<file path="src/rtl/irqc_pkg.sv">
package irqc_pkg;
    localparam int unsigned NSRC = 4;

    typedef enum logic [2:0] {
        S_IDLE,
        S_HOLD1,
        S_HOLD2,
        S_STACK,
        S_VECT
    } seq_state_t;
endpackage

</file>
<file path="src/rtl/irqc_extedge.sv">
module irqc_extedge #(
    parameter int SYNC_STAGES = 2
) (
    input  logic clk,
    input  logic rst_n,
    input  logic pin_raw,
    input  logic out_latch,
    output logic fall
);
    logic [SYNC_STAGES-1:0] sync_q;
    logic                   level;
    logic                   prev_q;

    // Sync chain resets high so that a quiet pin gives no spurious edge.
    always_ff @(posedge clk or negedge rst_n) begin
        if (!rst_n) begin
            sync_q <= '1;
            prev_q <= 1'b1;
        end else begin
            sync_q <= {sync_q[SYNC_STAGES-2:0], pin_raw};
            prev_q <= level;
        end
    end

    // The effective level falls when either the pin or the latch goes low.
    assign level = sync_q[SYNC_STAGES-1] & out_latch;
    assign fall  = prev_q & ~level;
endmodule

</file>
<file path="src/rtl/irqc_flags.sv">
module irqc_flags #(
    parameter int NSRC = 4
) (
    input  logic            clk,
    input  logic            rst_n,
    input  logic            sw_wr,
    input  logic            sw_sel,
    input  logic [NSRC-1:0] sw_data,
    input  logic [NSRC-1:0] hw_set,
    input  logic            accept_clr,
    output logic [NSRC-1:0] ie_q,
    output logic [NSRC-1:0] irq_q
);
    for (genvar g = 0; g < NSRC; g++) begin : g_bit
        logic set_g;
        logic ie_b;
        logic irq_b;

        // Only the top (external) source is gated by its own enable.
        if (g == NSRC - 1) begin : g_gated
            assign set_g = hw_set[g] & ie_b;
        end else begin : g_plain
            assign set_g = hw_set[g];
        end

        always_ff @(posedge clk or negedge rst_n) begin
            if (!rst_n) begin
                ie_b  <= 1'b0;
                irq_b <= 1'b0;
            end else begin
                if (accept_clr)
                    ie_b <= 1'b0;
                else if (sw_wr && !sw_sel)
                    ie_b <= sw_data[g];

                // A hardware set wins over a same-cycle software clear.
                if (sw_wr && sw_sel)
                    irq_b <= sw_data[g] | set_g;
                else
                    irq_b <= irq_b | set_g;
            end
        end

        assign ie_q[g]  = ie_b;
        assign irq_q[g] = irq_b;
    end
endmodule

</file>
<file path="src/rtl/irqc_prio.sv">
module irqc_prio #(
    parameter int NSRC     = 4,
    parameter int VEC_W    = 12,
    parameter int VEC_BASE = 4,
    parameter int VEC_STEP = 4
) (
    input  logic [NSRC-1:0]  active,
    output logic             any_act,
    output logic [VEC_W-1:0] vec
);
    localparam int SEL_W = (NSRC > 1) ? $clog2(NSRC) : 1;

    logic [SEL_W-1:0] sel;

    // Later iterations override, so the highest active index wins.
    always_comb begin
        sel = '0;
        for (int i = 0; i < NSRC; i++) begin
            if (active[i])
                sel = SEL_W'(i);
        end
    end

    assign any_act = |active;
    assign vec     = any_act ? VEC_W'(VEC_BASE + VEC_STEP * (NSRC - 1 - int'(sel))) : '0;
endmodule

</file>
<file path="src/rtl/irqc_seq.sv">
module irqc_seq
    import irqc_pkg::*;
#(
    parameter int PC_W = 12
) (
    input  logic            clk,
    input  logic            rst_n,
    input  logic            instr_done,
    input  logic            pending,
    input  logic [PC_W-1:0] vec_sel,
    input  logic [PC_W-1:0] pc_in,
    input  logic            carry_in,
    output logic            push_req,
    output logic [PC_W-1:0] push_pc,
    output logic            push_carry,
    output logic            vec_load,
    output logic [PC_W-1:0] vec_addr,
    output logic            accept_clr
);
    seq_state_t state_q, state_d;
    logic [PC_W-1:0] vec_q;

    always_ff @(posedge clk or negedge rst_n) begin
        if (!rst_n) state_q <= S_IDLE;
        else        state_q <= state_d;
    end

    // The vector is captured while the enables still hold their pre-accept values.
    always_ff @(posedge clk or negedge rst_n) begin
        if (!rst_n)                  vec_q <= '0;
        else if (state_q == S_STACK) vec_q <= vec_sel;
    end

    always_comb begin
        state_d = state_q;
        unique case (state_q)
            S_IDLE:  if (pending && instr_done) state_d = S_HOLD1;
            S_HOLD1: if (!pending) state_d = S_IDLE;
                     else if (instr_done) state_d = S_HOLD2;
            S_HOLD2: if (!pending) state_d = S_IDLE;
                     else if (instr_done) state_d = S_STACK;
            S_STACK: state_d = S_VECT;
            S_VECT:  state_d = S_IDLE;
            default: state_d = S_IDLE;
        endcase
    end

    always_comb begin
        push_req   = 1'b0;
        push_pc    = '0;
        push_carry = 1'b0;
        vec_load   = 1'b0;
        vec_addr   = '0;
        accept_clr = 1'b0;
        unique case (state_q)
            S_STACK: begin
                push_req   = 1'b1;
                push_pc    = pc_in;
                push_carry = carry_in;
                accept_clr = 1'b1;
            end
            S_VECT: begin
                vec_load = 1'b1;
                vec_addr = vec_q;
            end
            default: ;
        endcase
    end
endmodule

</file>
<file path="src/rtl/vec_irq_ctrl.sv">
module vec_irq_ctrl
    import irqc_pkg::*;
#(
    parameter int PC_W        = 12,
    parameter int SYNC_STAGES = 2,
    parameter int VEC_BASE    = 4,
    parameter int VEC_STEP    = 4
) (
    input  logic            clk,
    input  logic            rst_n,
    input  logic            sr_wr,
    input  logic            sr_addr,
    input  logic [3:0]      sr_wdata,
    output logic [3:0]      sr_rdata,
    input  logic            ext_pin,
    input  logic            ext_latch,
    input  logic            tmr0_req,
    input  logic            tmr1_req,
    input  logic            pedge_req,
    input  logic            instr_done,
    input  logic [PC_W-1:0] pc_in,
    input  logic            carry_in,
    output logic            push_req,
    output logic [PC_W-1:0] push_pc,
    output logic            push_carry,
    output logic            vec_load,
    output logic [PC_W-1:0] vec_addr
);
    logic [NSRC-1:0] ie_q, irq_q, hw_set;
    logic            ext_fall, pending, accept_clr;
    logic [PC_W-1:0] vec_sel;

    irqc_extedge #(.SYNC_STAGES(SYNC_STAGES)) u_ext (
        .clk(clk), .rst_n(rst_n), .pin_raw(ext_pin), .out_latch(ext_latch), .fall(ext_fall)
    );

    assign hw_set = {ext_fall, tmr0_req, tmr1_req, pedge_req};

    irqc_flags #(.NSRC(NSRC)) u_flags (
        .clk(clk), .rst_n(rst_n), .sw_wr(sr_wr), .sw_sel(sr_addr), .sw_data(sr_wdata),
        .hw_set(hw_set), .accept_clr(accept_clr), .ie_q(ie_q), .irq_q(irq_q)
    );

    irqc_prio #(.NSRC(NSRC), .VEC_W(PC_W), .VEC_BASE(VEC_BASE), .VEC_STEP(VEC_STEP)) u_prio (
        .active(ie_q & irq_q), .any_act(pending), .vec(vec_sel)
    );

    irqc_seq #(.PC_W(PC_W)) u_seq (
        .clk(clk), .rst_n(rst_n), .instr_done(instr_done), .pending(pending),
        .vec_sel(vec_sel), .pc_in(pc_in), .carry_in(carry_in),
        .push_req(push_req), .push_pc(push_pc), .push_carry(push_carry),
        .vec_load(vec_load), .vec_addr(vec_addr), .accept_clr(accept_clr)
    );

    assign sr_rdata = sr_addr ? irq_q : ie_q;
endmodule

</file>
<file path="config.mk">
export PLATFORM = sky130hd
export DESIGN_NAME = vec_irq_ctrl
export DESIGN_NICKNAME = d
export VERILOG_FILES = /design/src/rtl/irqc_pkg.sv /design/src/rtl/irqc_extedge.sv /design/src/rtl/irqc_flags.sv /design/src/rtl/irqc_prio.sv /design/src/rtl/irqc_seq.sv /design/src/rtl/vec_irq_ctrl.sv
export SDC_FILE = /design/constraint.sdc
export NUM_CORES = 1
export LEC_CHECK = 0
export ABC_AREA = 1
export CAP_MARGIN = 20
export CORE_MARGIN = 1
export CORE_UTILIZATION = 61
export CTS_CLUSTER_SIZE = 16
export DETAILED_ROUTE_END_ITERATION = 10
export DONT_BUFFER_PORTS = 1
export GPL_TIMING_DRIVEN = 0
export PLACE_DENSITY_LB_ADDON = 0.12
export SLEW_MARGIN = 10
export SYNTH_ARGS = -nofsm -noshare
export SYNTH_HDL_FRONTEND = slang
export SYNTH_SLANG_ARGS = --single-unit
</file>
<file path="constraint.sdc">
create_clock -name clk -period 2 [get_ports clk]
set_clock_uncertainty 0.2 [all_clocks]
set_input_delay 0.5 -clock clk [delete_from_list [all_inputs] [get_ports clk]]
set_output_delay 0.5 -clock clk [all_outputs]
set_load 0.01 [all_outputs]
</file>
==> results of run 1 <==
## cell usage after synthesis (all sizes together)
cell type	instances	area (µm²)
a21oi	9	45.04
and2	1	6.260
buf	10	87.58
conb	1	3.750
dfrtp	14	350.3
dfstp	3	78.83
ha	1	12.51
inv	29	111.4
mux2	4	45.04
nand2	15	56.30
nand3	6	30.03
nand4	1	6.260
nor2	18	107.6
nor3	4	31.28
o211ai	2	15.01
o21ai	10	50.05
## final cells by class
cell class	instances	area share, %
tap	16	1.519
clock inverter	1	0.3799
timing repair buffer	13	8.357
inverter	29	8.452
clock buffer	3	1.709
sequential	17	32.67
buffer	10	6.648
multi-input combinational	80	40.27
## power by group
part	total, µW	internal [µW]	switching, µW
clock	181	74.3	107
combinational	669	278	391
sequential	521	442	79.4
total	1370	794	577
## cell families (layout without fill, tap and decap cells)
family | count (synthesis) | after routing | synth area share, %
mux | 4 | 4 | 4.342
flops | 17 | 17 | 41.38
compound gates | 21 | 21 | 10.61
simple gates | 45 | 45 | 22.92
fa+ha+maj | 1 | 1 | 1.206
buf+inv | 39 | 56 | 19.18
other cells | 1 | 9 | 0.3615
## worst paths after layout
path	end	slack (ns)	depth (start not counted)
min in group asynchronous	u_seq.state_q[2]$_DFFE_PN0P_	0.52	1
worst max-delay path	push_pc[2]	-0.20	5
worst min register to register	u_ext.sync_q[1]$_DFF_PN1_	0.16	0
worst min-delay path	u_ext.prev_q$_DFF_PN1_	0.10	2
max in group asynchronous	u_seq.state_q[2]$_DFFE_PN0P_	0.56	1
worst max register to register	u_flags.g_bit[1].ie_b$_DFFE_PN0P_	0.21	8
## stage by stage
stage	utilization (%)	area [µm²]	setup WS, ns	instances	setup TNS [ns]
after floorplan	-	1067	0.1601	136	0
after global placement	70.54	1087	0.06365	152	0
after detailed placement	70.54	1087	0.04494	152	0
after CTS	84.01	1295	-0.1721	167	-2.399
after global routing	85.47	1318	-0.2766	169	-4.004
final	85.47	1318	-0.1978	169	-2.746
## critical path, cell delays in order (launching register included)
cell	delay, ns
dfrtp_1	0.38
inv_2	0.06
nor3_4	0.37
inv_4	0.10
buf_12	0.18
nor2_4	0.12
## flip-flops by register name, summed over array words and instances, names as in the netlist
| name | flops |
|---|---|
| u_flags.g_bit.ie_b | 4 |
| u_flags.g_bit.irq_b | 4 |
| u_seq.state_q | 3 |
| u_seq.vec_q | 3 |
| u_ext.sync_q | 2 |
| u_ext.prev_q | 1 |
## per-layer routing
layer	routed length, µm	global-route usage (%)
met5	0	0
met3	167	6.383
met4	53	10.91
met2	1315	48.66
met1	786	30.47
## timing repair
item / in CTS / in global routing
pin swaps: 5 / 5
hold buffers: 2 / 0
setup buffers: 9 / 3
hold endpoints to repair: 18 / 0
endpoints found under the setup margin: 16 / 16
gates resized for setup: 23 / 2
==> results.py, run 1 <==
metrics = {
    "grt": {
        "grt_pass1_vias": 880,
        "grt_use_total_pct": 27.18,
        "grt_start_max_net_pins": 18,
        "grt_pass1_wl_mm": 3.739,
        "antenna_found_initial": 0,
        "grt_overflow": 0,
    },
    "clock_network": {
        "cts-root-buf": "clkbuf_4",
        "clkSinkCount": 17,
        "cts_tree": "done",
        "clk_pin_slew_ns": 0.10,
        "ctsHtreeMaxLevel": 1,
        "numCtsBuffers": 3,
        "clk_path_buf_depth": 2,
        "clk_latency_ns": 0.29,
    },
    "pwr": {
        "total_power_uw": 1372,
        "p_leak_uw": 0.0006508,
        "power_density_mw_per_mm2": 1041,
        "vdd_drop_max_uv": 720.8,
    },
    "worst_hold_path": {
        "hold_class": "in2reg",
        "min_from": "ext_latch",
    },
    "worst_setup_path": {
        "cp.arrival_ns": 1.50,
        "crit_required_ns": 1.30,
        "end_kind": "primary output",
        "critPathLaunchType": "flop",
        "critPathMaxFanout": 10,
        "cp-startpoint": "u_seq.state_q[1]$_DFFE_PN0P_",
        "setup.worst_path.class": "reg2out",
        "r2r_start": "u_seq.state_q[1]$_DFFE_PN0P_",
    },
    "timing": {
        "tightest_slew_ns": 0.7624,
        "timing.final.ws_setup_ns": -0.1978,
        "hold_viol": 0,
        "fin_crit_sh_pct": 109.9,
        "fmax_ghz": 0.4550,
        "whs_ns": 0.1028,
        "finalMaxSlewViolations": 0,
        "finalSetupViolCount": 16,
        "slew_headroom_pct": 49.01,
        "fin_crit_ns": 2.198,
        "rsz0062_at_grt": "true",
    },
    "route": {
        "ant_nets": 0,
        "drt_wl_total_mm": 2.322,
        "via_per_inst": 5.479,
        "drc_errors": 0,
        "drt_first_pass_iters": 4,
        "routedWlPerCell_um": 13.74,
        "drt_iter0_markers": 30,
        "vias": 926,
    },
    "job": {
        "cap_violations": 0,
    },
    "floorplan": {
        "core_area_mm2": 0.001541,
        "die_y_um": 43.24,
        "row_count": 14,
        "io_pins": 58,
        "die_width_um": 43.24,
        "die_area_mm2": 0.001869,
        "initial_core_util_pct": 67.29,
    },
    "place": {
        "io_buffers": 0,
        "routabilityCongestion": 0.6880,
        "hpwl_mm": 1.383,
    },
    "finish": {
        "diodes": 0,
        "final_cell_mix": "25 x inv_1, 18 x buf_4, 16 x nor2_4",
        "area.sequential_um2": 430.4,
        "syn_to_final_growth_pct": 27.02,
        "multi_input_area_um2": 530.5,
        "nNetsFinal": 182,
        "drive_gt1_share_pct": 35.95,
        "fill_cells": 100,
        "layout_commonest_cell": "inv_1",
    },
    "outcome": {
        "outcome": "finished, violations left",
        "failed_checks": "setup timing",
    },
    "synth": {
        "synth_seq_area_share_pct": 41.38,
        "synthDistinctLibCells": 22,
        "synth-seq-cells": 17,
        "syn_inst": 128,
        "syn_area_mm2": 0.001037,
        "avgSynthCellArea_um2": 8.103,
        "yosys_warnings": 0,
    },
}
No activity file was read; power rests on OpenSTA's default activity.
==> run 2, diff against run 1 <==
Settings changed: ABC_AREA 1 to 0, CORE_UTILIZATION 61 to 60, PLACE_DENSITY from default to 0.75, PLACE_DENSITY_LB_ADDON 0.12 to default.
==> results.py, run 2 <==
metrics = {
    "outcome": {
        "outcome": "finished, violations left",
        "failed_checks": "setup timing",
    },
    "grt": {
        "antenna_found_initial": 0,
        "grt_pass1_wl_mm": 2.967,
        "grt_use_total_pct": 22.82,
        "grt_overflow": 0,
        "grt_start_max_net_pins": 18,
        "grt_pass1_vias": 695,
    },
    "synth": {
        "yosys-mux-area-fraction_pct": 9.302,
        "synthTopCellsByArea": "dfrtp_1 34%, and2_1 8.0%, dfstp_2 7.7%",
        "synth_xor_area_share_pct": 0,
        "yosys.cell_count.top_type": "dfrtp_1",
        "synth-async-reset-ratio_pct": 100.0,
        "synthDistinctLibCells": 32,
        "synthSimpleGateAreaFrac_pct": 25.70,
        "synthFlopType": "dfrtp_1",
        "syn_area_mm2": 0.001022,
        "synth_top_family_by_area": "simple AND/OR/NAND/NOR gates",
        "synth_top_area_share_pct": 34.27,
        "synth_fa_ha_area_share_pct": 1.224,
        "yosys_warnings": 0,
        "synth_seq_area_share_pct": 41.98,
        "yosys-top-cells-count": "14 x dfrtp_1, 13 x and2_1, 10 x buf_4",
        "avgSynthCellArea_um2": 10.65,
        "synth_compound_area_share_pct": 9.425,
        "syn_inst": 96,
        "synth_edf_count": 0,
        "synth-seq-cells": 17,
        "yosys.area.top_type": "dfrtp_1",
    },
    "finish": {
        "multi_input_area_um2": 540.5,
        "drive_gt1_share_pct": 54.10,
        "area.sequential_um2": 431.7,
        "fill_cells": 106,
        "final_cell_mix": "20 x buf_4, 15 x and2_4, 12 x dfrtp_1",
        "reg_top3": "u_flags.g_bit.ie_b (4), u_flags.g_bit.irq_b (4)",
        "diodes": 0,
        "layout_commonest_cell": "buf_4",
        "nNetsFinal": 151,
        "fin_cells": 138,
        "syn_to_final_growth_pct": 23.50,
    },
    "route": {
        "drc_errors": 0,
        "drt_wl_total_mm": 1.978,
        "via_per_inst": 5.471,
        "vias": 755,
        "drt_iter0_markers": 11,
        "ant_nets": 0,
        "routedWlPerCell_um": 14.33,
        "drt_first_pass_iters": 4,
    },
    "timing": {
        "rsz0062_at_grt": "true",
        "hold_viol": 0,
        "finalMaxSlewViolations": 0,
        "fin_crit_ns": 2.037,
        "finalSetupTns_ns": -0.3624,
        "timing.final.ws_setup_ns": -0.03652,
        "whs_ns": 0.08263,
        "finalSetupViolCount": 13,
        "fmax_ghz": 0.4910,
        "tightest_slew_ns": 0.7453,
        "slew_headroom_pct": 50.15,
        "fin_crit_sh_pct": 101.8,
    },
    "job": {
        "cap_violations": 0,
    },
    "pwr": {
        "total_power_uw": 1349,
        "power.internal_uw": 867.8,
        "clkPwrFrac_pct": 14.3,
        "power_density_mw_per_mm2": 1068,
        "pwr-share-comb_pct": 45.9,
        "sw_frac_of_total_pct": 35.65,
        "seqPwrFrac_pct": 39.8,
        "switching_power_uw": 480.9,
        "vdd_drop_max_uv": 775.8,
        "p_leak_uw": 0.0006106,
    },
    "worst_setup_path": {
        "critPathLaunchType": "flop",
        "ff2ff_setup_slack_ns": 0.41,
        "crit_required_ns": 1.30,
        "cp.arrival_ns": 1.34,
        "critPathMaxFanout": 5,
        "end_kind": "primary output",
        "setup.worst_path.class": "reg2out",
    },
    "floorplan": {
        "row_count": 14,
        "die_width_um": 43.28,
        "core_area_mm2": 0.001541,
        "initial_core_util_pct": 66.31,
        "io_pins": 58,
        "die_y_um": 43.28,
        "die_area_mm2": 0.001873,
    },
    "clock_network": {
        "clk_path_buf_depth": 2,
        "clkSinkCount": 17,
        "clk_latency_ns": 0.31,
        "cts-root-buf": "clkbuf_4",
        "clk_pin_slew_ns": 0.10,
        "numCtsBuffers": 3,
        "ctsHtreeMaxLevel": 1,
        "cts_tree": "done",
    },
    "worst_hold_path": {
        "hold_class": "in2reg",
    },
    "place": {
        "dpl_worst_slack_ns": 0.2321,
        "io_buffers": 0,
        "dp_cells": 120,
        "routabilityCongestion": 0.7757,
        "hpwl_mm": 1.400,
    },
}
==> run 2: cell count changes in the layout (fill, tap and decap cells not counted), moves of 3 or more <==
| cell | delta |
|---|---|
| a211o_1 | +3 |
| a21oi_1 | -7 |
| and2_4 | +15 |
| and3_1 | +3 |
| inv_1 | -22 |
| inv_2 | -3 |
| mux2i_1 | +5 |
| nand2_1 | -10 |
| nand3_1 | -6 |
| nor2_4 | -16 |
| o21ai_0 | -9 |
==> run 2: stage by stage <==
stage / utilization, % / instance area [µm²]
2_1_floorplan: - / 1052
3_3_place_gp: 69.56 / 1072
3_5_place_dp: 69.56 / 1072
4_1_cts: 80.93 / 1247
5_1_grt: 81.90 / 1262
6_report: 81.90 / 1262
==> run 2: final cells by class <==
cell class	count	area share (%)
Buffer	13	8.821
Inverter	3	0.8920
Clock buffer	3	1.784
Multi-Input combinational cell	71	42.81
Clock inverter	1	0.5946
Timing Repair Buffer	14	9.316
Sequential cell	17	34.19
Tap cell	16	1.586
==> run 2: cells by family after synthesis <==
group / after synthesis
AOI/OAI and AO/OA: 11
adders and majority gates: 1
buffers and inverters: 16
DFF: 17
muxes: 9
other: 1
and+or+nand+nor: 41
==> run 2: power by group through the flow <==
stage | sequential [µW] | combinational, µW | clock [µW]
after floorplan | 517 | 400 | 0
after global placement | 535 | 439 | 0
after detailed placement | 540 | 457 | 0
after CTS | 536 | 608 | 199
after global routing | 555 | 675 | 210
final | 537 | 620 | 192
==> run 2: critical path, stage by stage, from the launching register on <==
cell	delay, ns
dfrtp_1	0.41
and3b_4	0.35
buf_6	0.13
and2_4	0.14
==> run 2: timing repair <==
item	in CTS	in global routing
setup buffers	9	2
gates cloned	1	0
hold buffers	2	0
pin swaps	13	2
hold endpoints to repair	18	0
endpoints found under the setup margin	12	17
resized for setup	21	0
==> run 2: metal layers <==
layer  wire length, µm  part of all wire [%]  GRT usage, %  vias to the layer above
met3               142                   7.2         8.085                        4
met1               693                    35         24.93                      366
li1                  -                     -             -                      355
met4                38                   1.9         12.12                        0
met5                 0                     0             0                        -
met2              1103                    56         38.21                       30
==> run 2: worst paths after layout <==
path	from	cells past startpoint	endpoint
worst max-delay path	u_seq.state_q[2]$_DFFE_PN0P_	3	push_pc[6]
worst min-delay path	tmr0_req	1	u_flags.g_bit[2].irq_b$_DFF_PN0_
worst max register to register	u_seq.state_q[1]$_DFFE_PN0P_	7	u_seq.vec_q[4]$_DFFE_PN0P_
worst min register to register	u_ext.sync_q[0]$_DFF_PN1_	0	u_ext.sync_q[1]$_DFF_PN1_
max in group asynchronous	rst_n	1	u_seq.state_q[1]$_DFFE_PN0P_
min in group asynchronous	rst_n	1	u_seq.vec_q[3]$_DFFE_PN0P_
